### src/rtl/usart_fe_pkg.sv
package usart_fe_pkg;
  typedef enum logic [1:0] {
    PAR_NONE = 2'b00,
    PAR_RSVD = 2'b01,
    PAR_EVEN = 2'b10,
    PAR_ODD  = 2'b11
  } par_e;

  typedef struct packed {
    logic [2:0] size;
    par_e       par;
    logic       stop2;
    logic       sync;
    logic       pol;
  } cfg_t;

  localparam cfg_t CFG_RST = '{size: 3'b011, par: PAR_NONE, stop2: 1'b0, sync: 1'b0, pol: 1'b0};

  function automatic logic size_ok(input logic [2:0] code);
    return (code <= 3'b011) || (code == 3'b111);
  endfunction

  function automatic logic [3:0] size_bits(input logic [2:0] code);
    case (code)
      3'b000:  return 4'd5;
      3'b001:  return 4'd6;
      3'b010:  return 4'd7;
      3'b111:  return 4'd9;
      default: return 4'd8;
    endcase
  endfunction
endpackage

### src/rtl/usart_fe_cfg.sv
module usart_fe_cfg
  import usart_fe_pkg::*;
(
  input  logic       clk,
  input  logic       rst,
  input  logic       we,
  input  logic [2:0] size,
  input  logic [1:0] par,
  input  logic       stop2,
  input  logic       sync,
  input  logic       pol,
  output cfg_t       cfg_q
);
  always_ff @(posedge clk) begin
    if (rst) begin
      cfg_q <= CFG_RST;
    end else if (we) begin
      if (size_ok(size)) cfg_q.size <= size;
      if (par != PAR_RSVD) cfg_q.par <= par_e'(par);
      cfg_q.stop2 <= stop2;
      cfg_q.sync  <= sync;
      cfg_q.pol   <= pol;
    end
  end
endmodule

### src/rtl/usart_fe_tx.sv
module usart_fe_tx
  import usart_fe_pkg::*;
#(
  parameter int DW  = 9,
  parameter int OSR = 16
) (
  input  logic          clk,
  input  logic          rst,
  input  logic          tick,
  input  logic          drv_edge,
  input  cfg_t          cfg,
  input  logic [DW-1:0] data,
  input  logic          valid,
  output logic          ready,
  output logic          txd
);
  localparam int FW = DW + 4;
  localparam int CW = $clog2(OSR);
  localparam int LW = $clog2(FW + 1);

  logic [FW-1:0] frame, sh;
  logic [LW-1:0] flen, rem;
  logic [CW-1:0] phase;
  logic [DW-1:0] dm;
  logic [3:0]    nd;
  logic          pen, pbit, busy, step;

  always_comb begin
    nd  = size_bits(cfg.size);
    pen = (cfg.par != PAR_NONE);
    dm  = '0;
    for (int i = 0; i < DW; i++)
      if (i < int'(nd)) dm[i] = data[i];
    pbit  = (^dm) ^ (cfg.par == PAR_ODD);
    frame = '1;
    frame[0] = 1'b0;
    for (int i = 0; i < DW; i++)
      if (i < int'(nd)) frame[i+1] = data[i];
    if (pen) frame[nd+1] = pbit;
    flen = LW'(nd) + LW'(pen) + LW'(cfg.stop2) + LW'(2);
  end

  assign step  = cfg.sync ? drv_edge : (tick && phase == CW'(OSR - 1));
  assign ready = !busy;

  always_ff @(posedge clk) begin
    if (rst) begin
      busy  <= 1'b0;
      txd   <= 1'b1;
      sh    <= '1;
      rem   <= '0;
      phase <= '0;
    end else if (!busy) begin
      if (valid) begin
        busy  <= 1'b1;
        sh    <= frame;
        rem   <= flen;
        phase <= CW'(OSR - 1);
      end
    end else begin
      if (tick) phase <= phase + 1'b1;
      if (step) begin
        if (rem != '0) begin
          txd <= sh[0];
          sh  <= {1'b1, sh[FW-1:1]};
          rem <= rem - 1'b1;
        end else begin
          busy <= 1'b0;
          txd  <= 1'b1;
        end
      end
    end
  end
endmodule

### src/rtl/usart_fe_rx.sv
module usart_fe_rx
  import usart_fe_pkg::*;
#(
  parameter int DW  = 9,
  parameter int OSR = 16
) (
  input  logic          clk,
  input  logic          rst,
  input  logic          tick,
  input  logic          smp_edge,
  input  cfg_t          cfg,
  input  logic          rxd,
  input  logic          rd,
  output logic [DW-1:0] rx_data,
  output logic          rx_valid,
  output logic          rx_perr,
  output logic          rx_ferr
);
  localparam int BW = DW + 2;
  localparam int CW = $clog2(OSR);
  localparam int IW = $clog2(BW + 1);

  typedef enum logic [1:0] {S_IDLE, S_HUNT, S_DATA} st_e;
  st_e           st;
  logic [CW-1:0] cnt;
  logic [IW-1:0] idx;
  logic [BW-1:0] buf_q, nb;
  logic [DW-1:0] d;
  logic [3:0]    nd;
  logic          pen, take, last, perr_n, stop_b;

  always_comb begin
    nd  = size_bits(cfg.size);
    pen = (cfg.par != PAR_NONE);
    nb  = buf_q;
    nb[idx] = rxd;
    d = '0;
    for (int i = 0; i < DW; i++)
      if (i < int'(nd)) d[i] = nb[i];
    perr_n = pen && (nb[nd] != ((^d) ^ (cfg.par == PAR_ODD)));
    stop_b = nb[nd + {3'b000, pen}];
    last   = (idx == IW'(nd) + IW'(pen));
    take   = (st == S_DATA) && (cfg.sync ? smp_edge : (tick && cnt == CW'(OSR - 1)));
  end

  always_ff @(posedge clk) begin
    if (rst) begin
      st       <= S_IDLE;
      cnt      <= '0;
      idx      <= '0;
      buf_q    <= '0;
      rx_data  <= '0;
      rx_valid <= 1'b0;
      rx_perr  <= 1'b0;
      rx_ferr  <= 1'b0;
    end else begin
      if (rx_valid && rd) rx_valid <= 1'b0;
      case (st)
        S_IDLE: begin
          cnt <= '0;
          idx <= '0;
          if (cfg.sync) begin
            if (smp_edge && !rxd) st <= S_DATA;
          end else if (tick && !rxd) begin
            st <= S_HUNT;
          end
        end
        S_HUNT: if (tick) begin
          cnt <= cnt + 1'b1;
          if (cnt == CW'(OSR / 2 - 1)) begin
            cnt <= '0;
            st  <= rxd ? S_IDLE : S_DATA;
          end
        end
        default: begin
          if (tick && !cfg.sync) cnt <= cnt + 1'b1;
          if (take) begin
            buf_q <= nb;
            idx   <= idx + 1'b1;
            if (last) begin
              st <= S_IDLE;
              if (!rx_valid || rd) begin
                rx_data  <= d;
                rx_perr  <= perr_n;
                rx_ferr  <= !stop_b;
                rx_valid <= 1'b1;
              end
            end
          end
        end
      endcase
    end
  end
endmodule

### src/rtl/usart_fe.sv
module usart_fe
  import usart_fe_pkg::*;
#(
  parameter int DW  = 9,
  parameter int OSR = 16
) (
  input  logic          clk,
  input  logic          rst,
  input  logic          tick16,
  input  logic          cfg_we,
  input  logic [2:0]    cfg_size,
  input  logic [1:0]    cfg_par,
  input  logic          cfg_stop2,
  input  logic          cfg_sync,
  input  logic          cfg_pol,
  input  logic [DW-1:0] tx_data,
  input  logic          tx_valid,
  output logic          tx_ready,
  output logic [DW-1:0] rx_data,
  output logic          rx_valid,
  input  logic          rx_ready,
  output logic          rx_perr,
  output logic          rx_ferr,
  output logic          txd,
  input  logic          rxd,
  input  logic          xck
);
  cfg_t       cfg_q;
  logic [2:0] xck_sr;
  logic [1:0] rxd_sr;
  logic       x_rise, x_fall, drv_edge, smp_edge;

  always_ff @(posedge clk) begin
    if (rst) begin
      xck_sr <= '0;
      rxd_sr <= '1;
    end else begin
      xck_sr <= {xck_sr[1:0], xck};
      rxd_sr <= {rxd_sr[0], rxd};
    end
  end

  assign x_rise   = xck_sr[1] & ~xck_sr[2];
  assign x_fall   = ~xck_sr[1] & xck_sr[2];
  assign drv_edge = cfg_q.pol ? x_fall : x_rise;
  assign smp_edge = cfg_q.pol ? x_rise : x_fall;

  usart_fe_cfg u_cfg (
    .clk(clk), .rst(rst), .we(cfg_we), .size(cfg_size), .par(cfg_par),
    .stop2(cfg_stop2), .sync(cfg_sync), .pol(cfg_pol), .cfg_q(cfg_q)
  );

  usart_fe_tx #(.DW(DW), .OSR(OSR)) u_tx (
    .clk(clk), .rst(rst), .tick(tick16), .drv_edge(drv_edge), .cfg(cfg_q),
    .data(tx_data), .valid(tx_valid), .ready(tx_ready), .txd(txd)
  );

  usart_fe_rx #(.DW(DW), .OSR(OSR)) u_rx (
    .clk(clk), .rst(rst), .tick(tick16), .smp_edge(smp_edge), .cfg(cfg_q),
    .rxd(rxd_sr[1]), .rd(rx_ready), .rx_data(rx_data), .rx_valid(rx_valid),
    .rx_perr(rx_perr), .rx_ferr(rx_ferr)
  );
endmodule

### config.mk
export PLATFORM = sky130hd
export DESIGN_NAME = usart_fe
export DESIGN_NICKNAME = d
export VERILOG_FILES = /design/src/rtl/usart_fe_pkg.sv /design/src/rtl/usart_fe_cfg.sv /design/src/rtl/usart_fe_tx.sv /design/src/rtl/usart_fe_rx.sv /design/src/rtl/usart_fe.sv
export SDC_FILE = /design/constraint.sdc
export NUM_CORES = 1
export LEC_CHECK = 0
export ABC_CLOCK_PERIOD_IN_PS = 6600
export BUFFER_PORTS_ARGS = -buffer_cell sky130_fd_sc_hd__buf_4
export CORE_ASPECT_RATIO = 0.5
export CORE_MARGIN = 2
export CORE_UTILIZATION = 35
export DETAILED_ROUTE_END_ITERATION = 6
export PLACE_DENSITY = 0.52
export SYNTH_ARGS = -nofsm -noshare
export SYNTH_HDL_FRONTEND = slang
export SYNTH_SLANG_ARGS = --single-unit
### constraint.sdc
create_clock -name clk -period 6.6 [get_ports clk]
set_input_delay 0.99 -clock clk [delete_from_list [all_inputs] [get_ports clk]]
set_output_delay 0.99 -clock clk [all_outputs]
set_load 0.01 [all_outputs]
Yosys cells after proc, flatten, opt, wreduce, memory -nomap -nowiden
Index checks and enable logic that the tools add are counted.
{ "op_classes": {"addsub": 8, "n_lt_le_gt_ge": 16, "eq_ne": 20, "mux": 79, "bitwise": 8, "n_reduce_logical": 39} }
{ "op_table": {"columns": ["cell", "count"], "rows": [
  ["13-bit two-way mux", 5],
  ["1-bit two-way mux", 45],
  ["4-bit two-way mux", 11],
  ["32-bit by 1-bit >= comparator with 1-bit output, second input constant", 1],
  ["32-bit by 5-bit < comparator with 1-bit output, second input constant", 1],
  ["9-bit XOR reduction", 2],
  ["3-bit by 4-bit < comparator with 1-bit output, first input constant", 4],
  ["2-bit two-way mux", 8],
  ["4-bit case mux with 2 select lines", 2],
  ["4-bit case mux with 4 select lines", 1],
  ["4-bit by 5-bit < comparator with 1-bit output, second input constant", 3],
  ["2-bit AND reduction", 7],
  ["13-bit bitwise mux", 1],
  ["4-bit by 1-bit adder with 4-bit output, second input constant", 3],
  ["11-bit bitwise mux", 1],
  ["1-bit logical AND", 10],
  ["3-bit nonzero test", 3],
  ["4-bit by 1-bit adder with 4-bit output", 2],
  ["1-bit binary-select mux with 4-bit select", 2],
  ["1-bit demux with 4-bit select", 2],
  ["4-bit equality test, second input constant", 2],
  ["1-bit by 4-bit < comparator with 1-bit output, first input constant", 2],
  ["2-bit by 4-bit < comparator with 1-bit output, first input constant", 2],
  ["2-bit inequality test, second input constant", 4],
  ["30 further kinds", 46]
]} }
{ "totals": {"reg_bits": 69, "inputBits": 25, "out_inout_bits": 14, "elab_cells": 190} }

Logic depth before layout (Yosys ltp)
{ "logic_depth": {"depth_word": 11, "depth_mapped": 15, "mapped_depth_nobuf": 11} }

By module
Synthesis repeated with hierarchy kept, for this count alone.
{ "unflattened": {"cells_unflattened": 459, "area_unflattened_um2": 4010.1} }
{ "by_module_without_submodules": {"columns": ["module", "n_inst", "cells_per_inst", "area_each_um2", "seq_area_each_um2"], "rows": [
  ["usart_fe_rx", 1, 238, 2078.2, 660.6],
  ["usart_fe_tx", 1, 176, 1450.1, 460.4],
  ["usart_fe_cfg", 1, 31, 317.8, 160.2],
  ["usart_fe", 1, 14, 163.9, 100.1]
]} }

Worst setup path after synthesis
Ideal clock, no wire load.
{ "synth_timing": {"kind": "reg-to-reg", "start": "register u_cfg.cfg_q[5] (netlist name)", "end": "register u_rx.rx_data[2]", "setup_ns": 0.086, "arrival_time_ns": 2.559, "required_ns": 6.514, "setup_slack_ns": 3.956, "path_stages_with_launch": 16, "path_buffers": 4, "period_less_slack_ns": 2.644, "cell_sequence": "dfxtp_1 -> buf_2 -> buf_1 -> nand3_1 -> o21ai_0 -> ha_1 -> ha_1 -> xor2_2 -> nand2_1 -> o22ai_1 -> nand4_1 -> nor2b_1 -> buf_4 -> buf_6 -> nor2_1 -> a211oi_1"} }
{ "synth_via": {"elab_chain_cells": 5, "elab_cells_between_ends": 10, "classes_between": "add/sub: 1; order compare: 1; eq/ne: 4; mux: 2; reduce/logical: 2"} }
{ "synth_lines": {"columns": ["element", "line_no", "rtl"], "rows": [
  ["3-bit equality test, or another cell as far along", "usart_fe_pkg.sv:24", "case (code)"],
  ["4-bit case mux with 4 select lines *", "usart_fe_pkg.sv:24", null],
  ["4-bit by 1-bit adder with 4-bit output", "usart_fe_rx.sv:42", "last = (idx == IW'(nd) + IW'(pen));"],
  ["4-bit equality test", "usart_fe_rx.sv:42", null],
  ["4-bit AND reduction (no source line)", null, null],
  ["end signal: assignment", "usart_fe_rx.sv:52", "rx_data <= '0;"],
  ["end signal: assignment", "usart_fe_rx.sv:83", "rx_data <= d;"],
  ["end: declaration", "usart_fe_rx.sv:14", "output logic [DW-1:0] rx_data,"]
]} }
Every way passes the cells marked *; elsewhere a longest branch is shown, timed or not.
A chain may end at the register's enable or synchronous reset.

Final worst setup path
{ "layout_timing": {"start": "register u_cfg.cfg_q[6] (netlist name)", "end": "register u_rx.rx_data[5]"} }
{ "layout_via": {"elab_chain_cells": 5, "elab_cells_between_ends": 10, "classes_between": "add/sub: 1; order compare: 1; eq/ne: 4; mux: 2; reduce/logical: 2"} }
{ "layout_lines": {"columns": ["element", "line_no"], "rows": [
  ["3-bit equality test, or another cell as far along", "usart_fe_pkg.sv:24"],
  ["4-bit case mux with 4 select lines *", "usart_fe_pkg.sv:24"],
  ["4-bit by 1-bit adder with 4-bit output", "usart_fe_rx.sv:42"],
  ["4-bit equality test", "usart_fe_rx.sv:42"],
  ["4-bit AND reduction (no source line)", null]
]} }
Marked as above.

==> summary.md <==
| Metric | Value |
|---|---|
| Hold EP | rxd_sr[1]$_SDFF_PP1_ |
| Leakage power | 1.76 nW |
| CTS Buf Count | 9 |
| Slowest cell delay on critical path | 750 ps |
| Min Tclk post-route | 3150 ps |
| Crit-path cells | nand3_1 -> o21ai_0 -> ha_1 -> ha_1 -> xor2_2 -> nand2_1 -> o22ai_1 -> nand4_1 -> nor2b_1 -> buf_4 -> mux2i_1 -> nor2_1 |
| Core Footprint | 0.0104 mm2 |
| FF+latch count, synth | 69 |
| Setup Buffers After CTS | 0 |
| Critical Path Source Type | flop |
| Most common cell in the netlist | dfxtp_1 |
| Sink Count | 69 |
| Final Cell Area | 0.00442 mm2 |
| Post-synth ARST share | 0% |
| H-tree Lvls | 3 |
| R2R cell count | 12 |
| Root Driver | clkbuf_16 |
| Final Hold Fails | 0 |
| Die span in x | 152 um |
| Final Skew | 6.95 ps |
| Combinational fraction of design power | 13.2% |
| Die Area | 0.0118 mm2 |
| GRT overflow | 0 |
| Reg-to-reg endpoint | u_rx.rx_data[5]$_SDFFE_PP0P_ |
| Slowest-stage cell, CP | dfxtp_1 |
| Clock-pin slew on the worst setup and hold paths | 60 ps |
| Crit path from | u_cfg.cfg_q[6]$_SDFFE_PP1P_ |
| Placed wire-length estimate | 5840 um |
| Post-synth EDFFs | 0 |
| Reg power frac | 43.5% |
| P_int | 0.771 mW |
| Hold buffer count at cts | 0 |
| First-pass GRT wire length | 14500 um |
| Crit path max fanout | 18 |
| Avg Inst Size Synth | 8.76 um2 |
| Area leader, netlist | dfxtp_1 |
| CP arrival | 3340 ps |
| Later-pin clock latency in the skew report | 330 ps |
| Post-DP Area | 0.00414 mm2 |
| R2R setup slack | 3450 ps |
| Psw | 0.266 mW |
| CTS resizes | 0 |
| Crit path max-delay family | simple AND/OR/NAND/NOR gates |
| Antenna violations before repair | 0 |
| Avg WL per Cell | 14.3 um |
| Crit. End Element | flop |
| Synth cell count leaders | 69 x dfxtp_1, 60 x nor2_1, 29 x mux2i_1 |
| Slew headroom | 51.0% |
| HP Class | reg2reg |
| Critical Path RT | 6790 ps |
| Worst vdd ir | 0.107 mV |
| Clock buffer depth | 2 |
| Vias in the first global route | 2864 |
| ANT nets after route | 0 |
| Crit Path Class | reg2reg |
| Final-stage net count | 494 |
| Synth Instances | 435 |
| Via Count | 3064 |
| Final Max Slew Viols | 0 |
| FMAX | 0.317 GHz |
| Gr usage total | 15.6% |
| Fraction of layout cells with a size suffix above 1 | 15.1% |
| Min-delay src | rxd_sr[0]$_SDFF_PP1_ |
| Area added between synthesis and finish | 16.1% |
| Starting Density | 36.6% |
| PortBufs | 38 |
| Switch share | 25.6% |
| Largest net degree at the start of global routing | 73 |
| Yosys warning count | 0 |
| Buf/Inv on CP | 1 |
| Routability cong. | 0.732 |
| Multi-input gate area | 0.00223 mm2 |
| Hold path depth | 1 |
| Seq. cell area | 0.00138 mm2 |
| Share of the synthesized area in the top cell type | 36.3% |
| Period Utilization, post-route | 47.7% |
| Post-synth cell types | 58 |
| Non-Filler Instances | 603 |
| Slew @ Worst Pin | 736 ps |
| Syn_nets | 471 |
| R2r startpoint | u_cfg.cfg_q[6]$_SDFFE_PP1P_ |
| PD cells | 235 mW/mm2 |
| Final setup vio count | 0 |
| Ranking of synthesized cells by area | dfxtp_1 36%, mux2i_1 7.6%, nor2_1 5.9%, a211oi_1 4.1%, ha_1 3.6% |
| Sequential area share after synthesis | 36.3% |
| RSZ-0062 raised after global routing | false |
| Power share of the clock group | 43.3% |
| Maxcap violations | 0 |
| N_diodes | 0 |
| Ys flop type | dfxtp_1 |
| CP dominant cell by count | ha_1 |
| Die height | 77.8 um |
| Final wirelength | 8610 um |
| # rows | 26 |
| # IOs | 39 |
| Routed vias/inst | 5.08 |
| DP Cell Count | 587 |
| Fillers | 1072 |
| Syn Std Cell Area | 0.00381 mm2 |
| Accumulated negative setup slack | 0 ps |
| CTS tree | yes |
| DRT iter0 DRCs | 137 |
| Status | finished, final reports clean |
| DR pass1 iterations | 4 |
| DRC errors left | 0 |
worst register-to-register path, cell delays in order, from the launching register on:
cell and delay [ps]:
dfxtp_1 750, nand3_1 260, o21ai_0 140, ha_1 170, ha_1 180, xor2_2 320
nand2_1 100, o22ai_1 150, nand4_1 220, nor2b_1 160, buf_4 270, mux2i_1 230
nor2_1 50
cell families after synthesis:
family	synth area share [%]
fa+ha+maj	3.61
xor+xnor	6.04
compound gates	16.9
simple gates	22.3
buf+inv	5.26
mux	9.66
flops	36.3
power groups by stage:
| stage | combinational [mW] | sequential, mW | clock [mW] |
|---|---|---|---|
| 6_report | 0.137 | 0.451 | 0.449 |
| 5_1_grt | 0.156 | 0.454 | 0.486 |
| 4_1_cts | 0.139 | 0.451 | 0.462 |
| 3_5_place_dp | 0.138 | 0.460 | 0 |
| 3_3_place_gp | 0.137 | 0.460 | 0 |
| 2_1_floorplan | 0.110 | 0.450 | 0 |
per-layer routing:
layer / wire (um) / global-route usage [%] / vias to the layer above / share of wire, %
met5: 0 / 0 / - / 0
met4: 118 / 4.72 / 0 / 1.4
met3: 423 / 4.18 / 10 / 4.9
met2: 3490 / 22.3 / 45 / 40
met1: 4580 / 22.8 / 1408 / 53
li1: - / - / 1601 / -
stage by stage:
stage               worst slack (ps)  utilization [%]  total power, mW  hold WS, ps
floorplan                       3960                -            0.560          389
global placement                3500             39.8            0.597          392
detailed placement              3450             39.8            0.598          399
CTS                             3450             42.5             1.05          412
global route                    3100             42.5             1.10          430
finish                          3450             42.5             1.04          409
cell type report:
cell class | instances | share of cell area (%)
Multi-Input combinational cell | 325 | 50.5
Sequential cell | 69 | 31.2
Timing Repair Buffer | 41 | 6.96
Clock buffer | 12 | 5.80
Tap cell | 140 | 3.96
Inverter | 12 | 1.02
Clock inverter | 4 | 0.509
worst max-delay path by stage:
| stage | endpoint | slack (ps) | cells past startpoint |
|---|---|---|---|
| finish | u_rx.rx_data[5]$_SDFFE_PP0P_ | 3450 | 12 |
| global placement | u_rx.rx_data[7]$_SDFFE_PP0P_ | 3500 | 11 |
| detailed placement | u_rx.rx_data[5]$_SDFFE_PP0P_ | 3450 | 12 |
| CTS | u_rx.rx_data[5]$_SDFFE_PP0P_ | 3450 | 12 |
| global route | u_rx.rx_data[8]$_SDFFE_PP0P_ | 3100 | 12 |
| floorplan | u_rx.rx_data[2]$_SDFFE_PP0P_ | 3960 | 15 |
layout by cell type (no fill, tap or decap), drive strengths merged, types with 5 or more instances in the layout:
| cell | instances |
|---|---|
| dfxtp | 69 |
| nor2 | 60 |
| buf | 41 |
| mux2i | 30 |
| a21oi | 26 |
| nand2 | 21 |
| a211oi | 21 |
| o21ai | 18 |
| nor3 | 17 |
| nand2b | 16 |
| inv | 12 |
| clkbuf | 12 |
| ha | 11 |
| xnor2 | 10 |
| nor2b | 10 |
| nand3b | 9 |
| nor3b | 8 |
| nand3 | 6 |
| nand4 | 5 |
| xor2 | 5 |
| a2111oi | 5 |
registers in the layout, indices dropped and copies added (netlist names), 4 cells and up:
register      count
u_tx.sh          13
u_rx.rx_data      9
u_tx.rem          4
u_tx.phase        4
u_rx.idx          4
u_cfg.cfg_q       8
u_rx.cnt          4
u_rx.buf_q       11
No activity file was read; power rests on OpenSTA's default activity.
